==> src/rtl/mw_pkg.sv <==
package mw_pkg;
    typedef enum logic [2:0] {
        CMD_WRITE = 3'd0,
        CMD_ERASE = 3'd1,
        CMD_ERAL  = 3'd2,
        CMD_WRAL  = 3'd3,
        CMD_EWEN  = 3'd4,
        CMD_EWDS  = 3'd5
    } cmd_e;

    typedef enum logic [2:0] {
        ST_IDLE,
        ST_OPC,
        ST_ADR,
        ST_DAT,
        ST_RD,
        ST_DONE
    } st_e;
endpackage

==> src/rtl/mw_sync.sv <==
module mw_sync #(
    parameter int W = 3
) (
    input  logic         clk,
    input  logic         rst_n,
    input  logic [W-1:0] async_in,
    output logic [W-1:0] sync_out
);
    logic [W-1:0] stage1_q;
    logic [W-1:0] stage2_q;

    always_ff @(posedge clk or negedge rst_n) begin
        if (!rst_n) begin
            stage1_q <= '0;
            stage2_q <= '0;
        end else begin
            stage1_q <= async_in;
            stage2_q <= stage1_q;
        end
    end

    assign sync_out = stage2_q;
endmodule

==> src/rtl/mw_rise.sv <==
module mw_rise (
    input  logic clk,
    input  logic rst_n,
    input  logic level,
    output logic rise
);
    logic prev_q;

    always_ff @(posedge clk or negedge rst_n) begin
        if (!rst_n) prev_q <= 1'b0;
        else        prev_q <= level;
    end

    assign rise = level & ~prev_q;
endmodule

==> src/rtl/mw_serial_front.sv <==
module mw_serial_front #(
    parameter int A16 = 6
) (
    input  logic           clk,
    input  logic           rst_n,
    input  logic           org_x16,
    input  logic           cs_pin,
    input  logic           sclk_pin,
    input  logic           di_pin,
    input  logic           ctl_busy,
    input  logic [15:0]    mem_rdata,
    output logic           do_pin,
    output logic           do_oe,
    output logic [A16:0]   mem_addr,
    output logic           cmd_valid,
    output logic [2:0]     cmd_kind,
    output logic [A16:0]   cmd_addr,
    output logic [15:0]    cmd_data
);
    import mw_pkg::*;

    localparam int AW   = A16 + 1;
    localparam int DW   = 16;
    localparam int CNTW = $clog2(DW + AW + 1);
    localparam logic [CNTW-1:0] AW16_C = CNTW'(A16);
    localparam logic [CNTW-1:0] AW8_C  = CNTW'(AW);
    localparam logic [CNTW-1:0] DW16_C = CNTW'(DW);
    localparam logic [CNTW-1:0] DW8_C  = CNTW'(DW / 2);
    localparam logic [AW-1:0]   MASK16 = {1'b0, {A16{1'b1}}};

    typedef struct packed {
        st_e             st;
        logic [1:0]      opc;
        logic [AW-1:0]   adr;
        logic [DW-1:0]   dat;
        logic [CNTW-1:0] cnt;
        logic            dout;
        logic            doe;
        logic            stat_pend;
        logic            cv;
        cmd_e            ck;
        logic [AW-1:0]   ca;
        logic [DW-1:0]   cd;
    } regs_t;

    logic cs_s, sclk_s, di_s, edge_s;
    regs_t q, n;

    mw_sync #(.W(3)) u_sync (
        .clk      (clk),
        .rst_n    (rst_n),
        .async_in ({cs_pin, sclk_pin, di_pin}),
        .sync_out ({cs_s, sclk_s, di_s})
    );

    mw_rise u_rise (
        .clk   (clk),
        .rst_n (rst_n),
        .level (sclk_s),
        .rise  (edge_s)
    );

    logic [CNTW-1:0] aw_cur, dw_cur, idx;
    logic [AW-1:0]   mask, adr_in, adr_inc;
    logic [1:0]      sub;
    logic [DW-1:0]   word;

    always_comb begin
        mask    = org_x16 ? MASK16 : {AW{1'b1}};
        aw_cur  = org_x16 ? AW16_C : AW8_C;
        dw_cur  = org_x16 ? DW16_C : DW8_C;
        adr_in  = {q.adr[AW-2:0], di_s} & mask;
        adr_inc = (q.adr + 1'b1) & mask;
        sub     = org_x16 ? adr_in[A16-1 -: 2] : adr_in[AW-1 -: 2];
        word    = org_x16 ? mem_rdata : {8'h00, mem_rdata[7:0]};
        idx     = dw_cur - 1'b1 - q.cnt;

        n    = q;
        n.cv = 1'b0;

        if (!cs_s) begin
            n.st   = ST_IDLE;
            n.cnt  = '0;
            n.adr  = '0;
            n.doe  = 1'b0;
            n.dout = 1'b0;
        end else begin
            if (q.st == ST_IDLE && q.stat_pend) begin
                n.doe  = 1'b1;
                n.dout = ~ctl_busy;
            end
            if (edge_s) begin
                unique case (q.st)
                    ST_IDLE: if (di_s) begin
                        n.st        = ST_OPC;
                        n.cnt       = '0;
                        n.opc       = '0;
                        n.adr       = '0;
                        n.dat       = '0;
                        n.stat_pend = 1'b0;
                        n.doe       = 1'b0;
                    end
                    ST_OPC: begin
                        n.opc = {q.opc[0], di_s};
                        if (q.cnt == 1) begin
                            n.st  = ST_ADR;
                            n.cnt = '0;
                        end else begin
                            n.cnt = q.cnt + 1'b1;
                        end
                    end
                    ST_ADR: begin
                        n.adr = adr_in;
                        if (q.cnt == aw_cur - 1'b1) begin
                            n.cnt = '0;
                            n.ca  = adr_in;
                            n.st  = ST_DONE;
                            unique case (q.opc)
                                2'b10: begin
                                    n.st   = ST_RD;
                                    n.doe  = 1'b1;
                                    n.dout = 1'b0;
                                end
                                2'b01: begin
                                    n.st = ST_DAT;
                                    n.ck = CMD_WRITE;
                                end
                                2'b11: begin
                                    n.ck        = CMD_ERASE;
                                    n.cv        = 1'b1;
                                    n.stat_pend = 1'b1;
                                end
                                default: begin
                                    unique case (sub)
                                        2'b11: begin
                                            n.ck = CMD_EWEN;
                                            n.cv = 1'b1;
                                        end
                                        2'b10: begin
                                            n.ck        = CMD_ERAL;
                                            n.cv        = 1'b1;
                                            n.stat_pend = 1'b1;
                                        end
                                        2'b01: begin
                                            n.ck = CMD_WRAL;
                                            n.st = ST_DAT;
                                        end
                                        default: begin
                                            n.ck = CMD_EWDS;
                                            n.cv = 1'b1;
                                        end
                                    endcase
                                end
                            endcase
                        end else begin
                            n.cnt = q.cnt + 1'b1;
                        end
                    end
                    ST_DAT: begin
                        n.dat = {q.dat[DW-2:0], di_s};
                        if (q.cnt == dw_cur - 1'b1) begin
                            n.cd        = {q.dat[DW-2:0], di_s};
                            n.cv        = 1'b1;
                            n.stat_pend = 1'b1;
                            n.st        = ST_DONE;
                            n.cnt       = '0;
                        end else begin
                            n.cnt = q.cnt + 1'b1;
                        end
                    end
                    ST_RD: begin
                        n.dout = word[idx];
                        if (q.cnt == dw_cur - 1'b1) begin
                            n.cnt = '0;
                            n.adr = adr_inc;
                        end else begin
                            n.cnt = q.cnt + 1'b1;
                        end
                    end
                    default: ;
                endcase
            end
        end
    end

    always_ff @(posedge clk or negedge rst_n) begin
        if (!rst_n) q <= '0;
        else        q <= n;
    end

    assign do_pin    = q.dout;
    assign do_oe     = q.doe;
    assign mem_addr  = q.adr;
    assign cmd_valid = q.cv;
    assign cmd_kind  = q.ck;
    assign cmd_addr  = q.ca;
    assign cmd_data  = q.cd;
endmodule

==> config.mk <==
export PLATFORM = sky130hd
export DESIGN_NAME = mw_serial_front
export DESIGN_NICKNAME = d
export VERILOG_FILES = /design/src/rtl/mw_pkg.sv /design/src/rtl/mw_sync.sv /design/src/rtl/mw_rise.sv /design/src/rtl/mw_serial_front.sv
export SDC_FILE = /design/constraint.sdc
export NUM_CORES = 1
export LEC_CHECK = 0
export BUFFER_PORTS_ARGS = -buffer_cell sky130_fd_sc_hd__buf_4
export CAP_MARGIN = 20
export CORE_MARGIN = 5
export CORE_UTILIZATION = 52
export DETAILED_ROUTE_END_ITERATION = 10
export PLACE_DENSITY = 0.84
export SYNTH_ARGS = -nofsm -noshare
export SYNTH_HDL_FRONTEND = slang
export SYNTH_HIERARCHICAL = 1
export SYNTH_SLANG_ARGS = --single-unit
==> constraint.sdc <==
create_clock -name clk -period 3.3 [get_ports clk]
set_input_delay 0.165 -clock clk [delete_from_list [all_inputs] [get_ports clk]]
set_output_delay 0.165 -clock clk [all_outputs]
set_load 0.05 [all_outputs]
==> flow_metrics.tcl, run 1 <==
set metrics [dict create \
    globalplace.congestion 0.979 \
    r2r_start "q[30]" \
    n_antenna_cell 0 \
    htree_depth 3 \
    sequential_cell_area_sq_um 1730 \
    cts_made_buffers 9 \
    num-nets-final 399 \
    report.power.total_uw 1570 \
    yosys.area.top_type_share_pct 46.1 \
    avgViaCountPerCell 5.69 \
    power_density_nw_per_um2 375 \
    grt_max_degree 70 \
    area_growth_pct 12.1 \
    number_of_buffers_and_inverters_on_the_critical_path 0 \
    run_status "finished clean" \
    synth_nets 376 \
    cts_max_path_buffers 2 \
    synth-seq-area-share_pct 46.1 \
    min-delay-start "org_x16" \
    ctsResizeCount 0 \
    report.final.setup_viol 0 \
    globalRouteOverflowTotal 0 \
    slew_headroom_pct 43.4 \
    leakagePower_uw 0.00202 \
    antenna_violations_before_repair 0 \
    tritoncts "yes" \
    path_delay_family "simple AND/OR/NAND/NOR gates" \
    timing_max_transition_violations_final 0 \
    worst_slack_ns 0.734 \
    clock_latency_ns 0.35 \
    synth_top_flop_cell "dfrtp_1" \
    cts_hold_buf 4 \
    drt_iter0_markers 251 \
    vias_in_the_first_global_route 2646 \
    die_w_um 94.9 \
    cp-startpoint "q[30]" \
    worst_ep_arrival_time_ns 2.79 \
    final.setup.tns_ns 0 \
    antenna_violating_nets_post_route 0 \
    clock_sink_count 69 \
    dpl_cell_area_sq_um 3980 \
    hpwl_um 5260 \
    finalHoldViolCount 0 \
    critical_path_peak_fanout 11 \
    drt_pass1_iterations 4 \
    synth_cells 344 \
    layout-drive-gt1-share_pct 27.2 \
    fp.dieArea_sq_um 9010 \
    max_stage_delay_on_crit_path_ns 0.54 \
    post-route-min-period_ns 2.57 \
    fin_util_pct 58.9 \
    numPortBuffers 58 \
    root_buffer "clkbuf_8" \
    detailedPlace.worstSlack_ns 0.758 \
    timing_worst_slew_pin_value_ns 0.848 \
    flip_flop_and_latch_count_after_synthesis 69 \
    worstPathCellList "or3b_4, a211oi_1, and3_1, and2b_2, mux2_1" \
    cp_slowest_cell "dfrtp_1" \
    area_of_the_mapped_netlist_sq_um 3750 \
    yosys.cell_types.count 61 \
    hold_class "in2reg" \
    boundaryPins 59 \
    route.vias.total 2681 \
    clock.fmax_mhz 390 \
    post-route-drc-count 0 \
    critPathKind "reg2reg" \
    floorplan.rows 31 \
    synth_enable_flop_cells 0 \
    wirelength_um 7480 \
    setup_repair_after_global_routing_missed_its_margin "false" \
    combined_area_of_the_multi_input_logic_cells_sq_um 1620 \
    starting_density_of_the_core_pct 52.5 \
    min_period_over_period_pct 77.8 \
    cp-start-kind "register" \
    max_cap_violations 0 \
    routedWlPerCell_um 15.9 \
    design.core.area_sq_um 7140 \
    synth.top_cells.by_area "dfrtp_1 (46%), buf_4 (7.6%), mux2_1 (5.4%)" \
    grt_util_all_layers_pct 17.9 \
    num-fill-cells 615 \
    yosysWarnings 6 \
    required_ns 3.52 \
    cts.reportedPaths.clkPinSlew_ns 0.08 \
    worst_clock_skew_ns 0.0155 \
    ir_worst_vdd_v 0.000243 \
    end_kind "register" \
    yosysTopAreaCell "dfrtp_1" \
    grt_first_pass_wirelength_um 12600 \
    syn-mean-instance-area_sq_um 10.9 \
    post_cts.repair.setup_buffers 0 \
    stdcell_area_sq_um 4200 \
    die_h_um 94.9 \
    postSynth.asyncResetShare_pct 100 \
]
flip-flops by register name, indices dropped and copies added (netlist names), 3 cells and up:
register and count:
cmd_addr 7, mem_addr 7, u_sync/stage1_q 3, cmd_kind 3, cmd_data 16, q 26
u_sync/sync_out 3
cells in the final DEF (no fill, tap or decap), drive strengths merged, types with 4 or more instances in the layout:
| cell | n |
|---|---|
| dfrtp | 69 |
| mux2 | 28 |
| nor2 | 20 |
| a31oi | 4 |
| nand2 | 22 |
| o21ai | 12 |
| nand2b | 5 |
| a21o | 4 |
| ha | 9 |
| mux4 | 4 |
| a22o | 17 |
| inv | 18 |
| buf | 61 |
| nor3 | 7 |
| a21oi | 15 |
| a211oi | 4 |
| clkbuf | 9 |
| nand3 | 7 |
| dlygate4sd3 | 4 |
report_power, final:
group	switching, uW	internal [uW]	total (uW)	leakage, uW
clock network	350	289	639	0.0000931
logic	42.9	34.4	77.4	0.000979
registers	8.10	850	858	0.000948
total	401	1170	1570	0.00202
final cells by class:
type | count | share of cell area (%)
clock buffers | 9 | 2.95
well taps | 99 | 2.95
repair buffers | 65 | 11.8
multi-input cells | 209 | 38.5
clock inverters | 7 | 1.49
flip-flops and latches | 69 | 41.1
inverters | 13 | 1.16
logic make-up after synthesis:
group | after synthesis | synth area share, %
DFF | 69 | 46.1
AOI/OAI and AO/OA | 79 | 15.8
buffers and inverters | 66 | 10.7
muxes | 35 | 11.6
and+or+nand+nor | 84 | 12.1
xor gates and xnor gates | 2 | 0.668
adders and majority gates | 9 | 3.00
layer usage:
layer  up-vias  wire length [um]  GRT usage, %
met2        90              3690          28.4
met1      1322              3110          23.6
li1       1254                 -             -
met5         -                 0             0
met4         0               184          8.05
met3        15               495          3.90
cell usage after synthesis, types with 3 or more instances:
cell type	n
mux2i_1	3
mux2_1	18
a31oi_1	4
dfrtp_1	69
a21o_1	4
nor2_1	20
mux4_2	4
nor3_1	7
nand3_1	7
a22o_1	17
inv_1	12
a21oi_1	14
clkbuf_1	10
mux2_2	10
a211oi_1	4
nand2b_1	5
ha_1	9
o32ai_1	3
buf_2	3
nand2_1	22
a32oi_1	3
buf_4	38
o21ai_0	10
worst reg2reg max path, stage by stage (launching register included):
cell and delay (ns):
dfrtp_1 0.54, or3b_4 0.47, a211oi_1 0.35, and3_1 0.50, and2b_2 0.26, mux2_1 0.33
per-stage QoR:
stage / hold WS, ns / instances
final: 0.135 / 471
after global routing: 0.116 / 471
after CTS: 0.122 / 471
after detailed placement: 0.276 / 451
after global placement: 0.275 / 451
after floorplan: -0.131 / 344
path summary, 6_finish.rpt:
path,to,slack [ns],depth (start not counted)
setup / recovery,cmd_kind[2],0.73,5
hold / removal,mem_addr[6],0.14,2
setup reg to reg,cmd_kind[2],0.73,5
hold reg to reg,u_sync/sync_out[1],0.35,0
max in group asynchronous,q[48],2.28,2
min in group asynchronous,q[32],0.47,2
Note: power is estimated with default switching activity, not from simulation.
==> run 2, diff against run 1 <==
==> constraint.sdc (replaced) <==
create_clock -name clk -period 2.7 [get_ports clk]
set_input_delay 0.135 -clock clk [delete_from_list [all_inputs] [get_ports clk]]
set_output_delay 0.135 -clock clk [all_outputs]
set_load 0.05 [all_outputs]
==> flow_metrics.tcl, run 2 (synthesis gave the netlist of run 1 again) <==
set metrics [dict create \
    run_status "finished clean" \
    num-nets-final 401 \
    htree_depth 3 \
    drt_iter0_markers 257 \
    placedCellCount 453 \
    clock.fmax_mhz 427 \
    report.final.setup_viol 0 \
    n_antenna_cell 0 \
    wirelength_um 7660 \
    post_layout_nonfiller_instances 473 \
    leakagePower_uw 0.00203 \
    worst_ep_arrival_time_ns 2.58 \
    dpl_cell_area_sq_um 3990 \
    cts_max_path_buffers 2 \
    most_frequent_standard_cell_in_the_layout_excluding_fill_and_tap_cells "dfrtp_1" \
    clock_latency_ns 0.35 \
    area_growth_pct 12.6 \
    clock_sink_count 69 \
    ctsResizeCount 0 \
    numPortBuffers 58 \
    ir_worst_vdd_v 0.000292 \
    setup.worst_path.end "cmd_kind[2]" \
    worst_clock_skew_ns 0.0113 \
    route.vias.total 2660 \
    globalplace.congestion 0.900 \
    num-fill-cells 634 \
    boundaryPins 59 \
    setup_repair_after_global_routing_missed_its_margin "false" \
    starting_density_of_the_core_pct 52.5 \
    required_ns 2.94 \
    timing_worst_slew_pin_value_ns 0.962 \
    avgViaCountPerCell 5.62 \
    hold-path-cell-count 2 \
    grt_util_all_layers_pct 18.3 \
    r2r_start "q[30]" \
    cts.reportedPaths.clkPinSlew_ns 0.09 \
    floorplan.rows 31 \
    antenna_violating_nets_post_route 0 \
    cts_hold_buf 4 \
    post_cts.repair.setup_buffers 0 \
    root_buffer "clkbuf_8" \
    tritoncts "yes" \
    post-route-drc-count 0 \
    largest_register_ff_count 26 \
    slew_headroom_pct 35.7 \
    timing_max_transition_violations_final 0 \
    final_cell_mix "dfrtp_1 (69), buf_4 (63), nand2_1 (22)" \
    cp-start-kind "register" \
    hpwl_um 5580 \
    finalHoldViolCount 0 \
    max_cap_violations 0 \
    timing.reg2reg.setup_slack_ns 0.36 \
    final.setup.tns_ns 0 \
    design.core.area_sq_um 7140 \
    fp.dieArea_sq_um 9010 \
    grt_first_pass_wirelength_um 12900 \
    die_w_um 94.9 \
    hold_class "in2reg" \
    min_period_over_period_pct 86.7 \
    critPathKind "reg2reg" \
    die_h_um 94.9 \
    power_density_nw_per_um2 462 \
    crit-reg2reg-capture "cmd_kind[2]" \
    combined_area_of_the_multi_input_logic_cells_sq_um 1620 \
    cp-startpoint "q[30]" \
    globalRouteOverflowTotal 0 \
    routedWlPerCell_um 16.2 \
    drt_pass1_iterations 4 \
    layout-drive-gt1-share_pct 27.5 \
    max_flop_register "q" \
    critical_path_peak_fanout 11 \
    antenna_violations_before_repair 0 \
    stdcell_area_sq_um 4220 \
    end_kind "register" \
    grt_max_degree 70 \
    vias_in_the_first_global_route 2686 \
    cts_made_buffers 9 \
    post-route-min-period_ns 2.34 \
    reg2reg_depth 5 \
    sequential_cell_area_sq_um 1730 \
]
## run 2: cell count changes in the layout (fill, tap and decap cells not counted)
cell      change
clkinv_4      +1
inv_6         -2
buf_4         +2
inv_8         +1
## run 2: critical path: stages (launching register included)
cell      delay (ns)
dfrtp_1         0.55
or3b_4          0.47
a211oi_1        0.30
and3_1          0.36
and2b_2         0.23
mux2_1          0.32
## run 2: worst min path at each step
| stage | start | slack, ns | end |
|---|---|---|---|
| global route | org_x16 | 0.12 | mem_addr[6] |
| CTS | org_x16 | 0.1 | mem_addr[6] |
| floorplan | rst_n | -0.16 | cmd_addr[0] |
| finish | org_x16 | 0.11 | mem_addr[6] |
| detailed placement | di_pin | 0.25 | u_sync/stage1_q[0] |
| global placement | sclk_pin | 0.24 | u_sync/stage1_q[1] |
## run 2: routing by layer
metal / wire (um) / track usage, %
met5: 0 / 0
met4: 104 / 7.33
met3: 382 / 3.35
met2: 3800 / 29.8
met1: 3380 / 24.2
## run 2: layout make-up
class | count | area share (%)
clock buffer | 9 | 2.94
clock inverter | 7 | 1.54
inverter | 13 | 1.16
multi-input combinational | 209 | 38.4
sequential | 69 | 40.9
tap | 99 | 2.94
timing repair buffer | 67 | 12.2
## run 2: power breakdown
| part | switching [uW] | internal [uW] | total [uW] |
|---|---|---|---|
| clock | 450 | 355 | 805 |
| sequential | 9.22 | 1040 | 1050 |
| combinational | 53.4 | 42.5 | 95.9 |
| total | 513 | 1440 | 1950 |
## run 2: per-stage QoR
step	util (%)	worst slack, ns	hold slack (ns)	total power, uW
2_1_floorplan	-	0.523	-0.161	1110
3_3_place_gp	55.9	0.423	0.244	1160
3_5_place_dp	55.9	0.334	0.246	1160
4_1_cts	59.1	0.333	0.0952	1970
5_1_grt	59.1	0.186	0.123	2020
6_report	59.1	0.358	0.108	1950
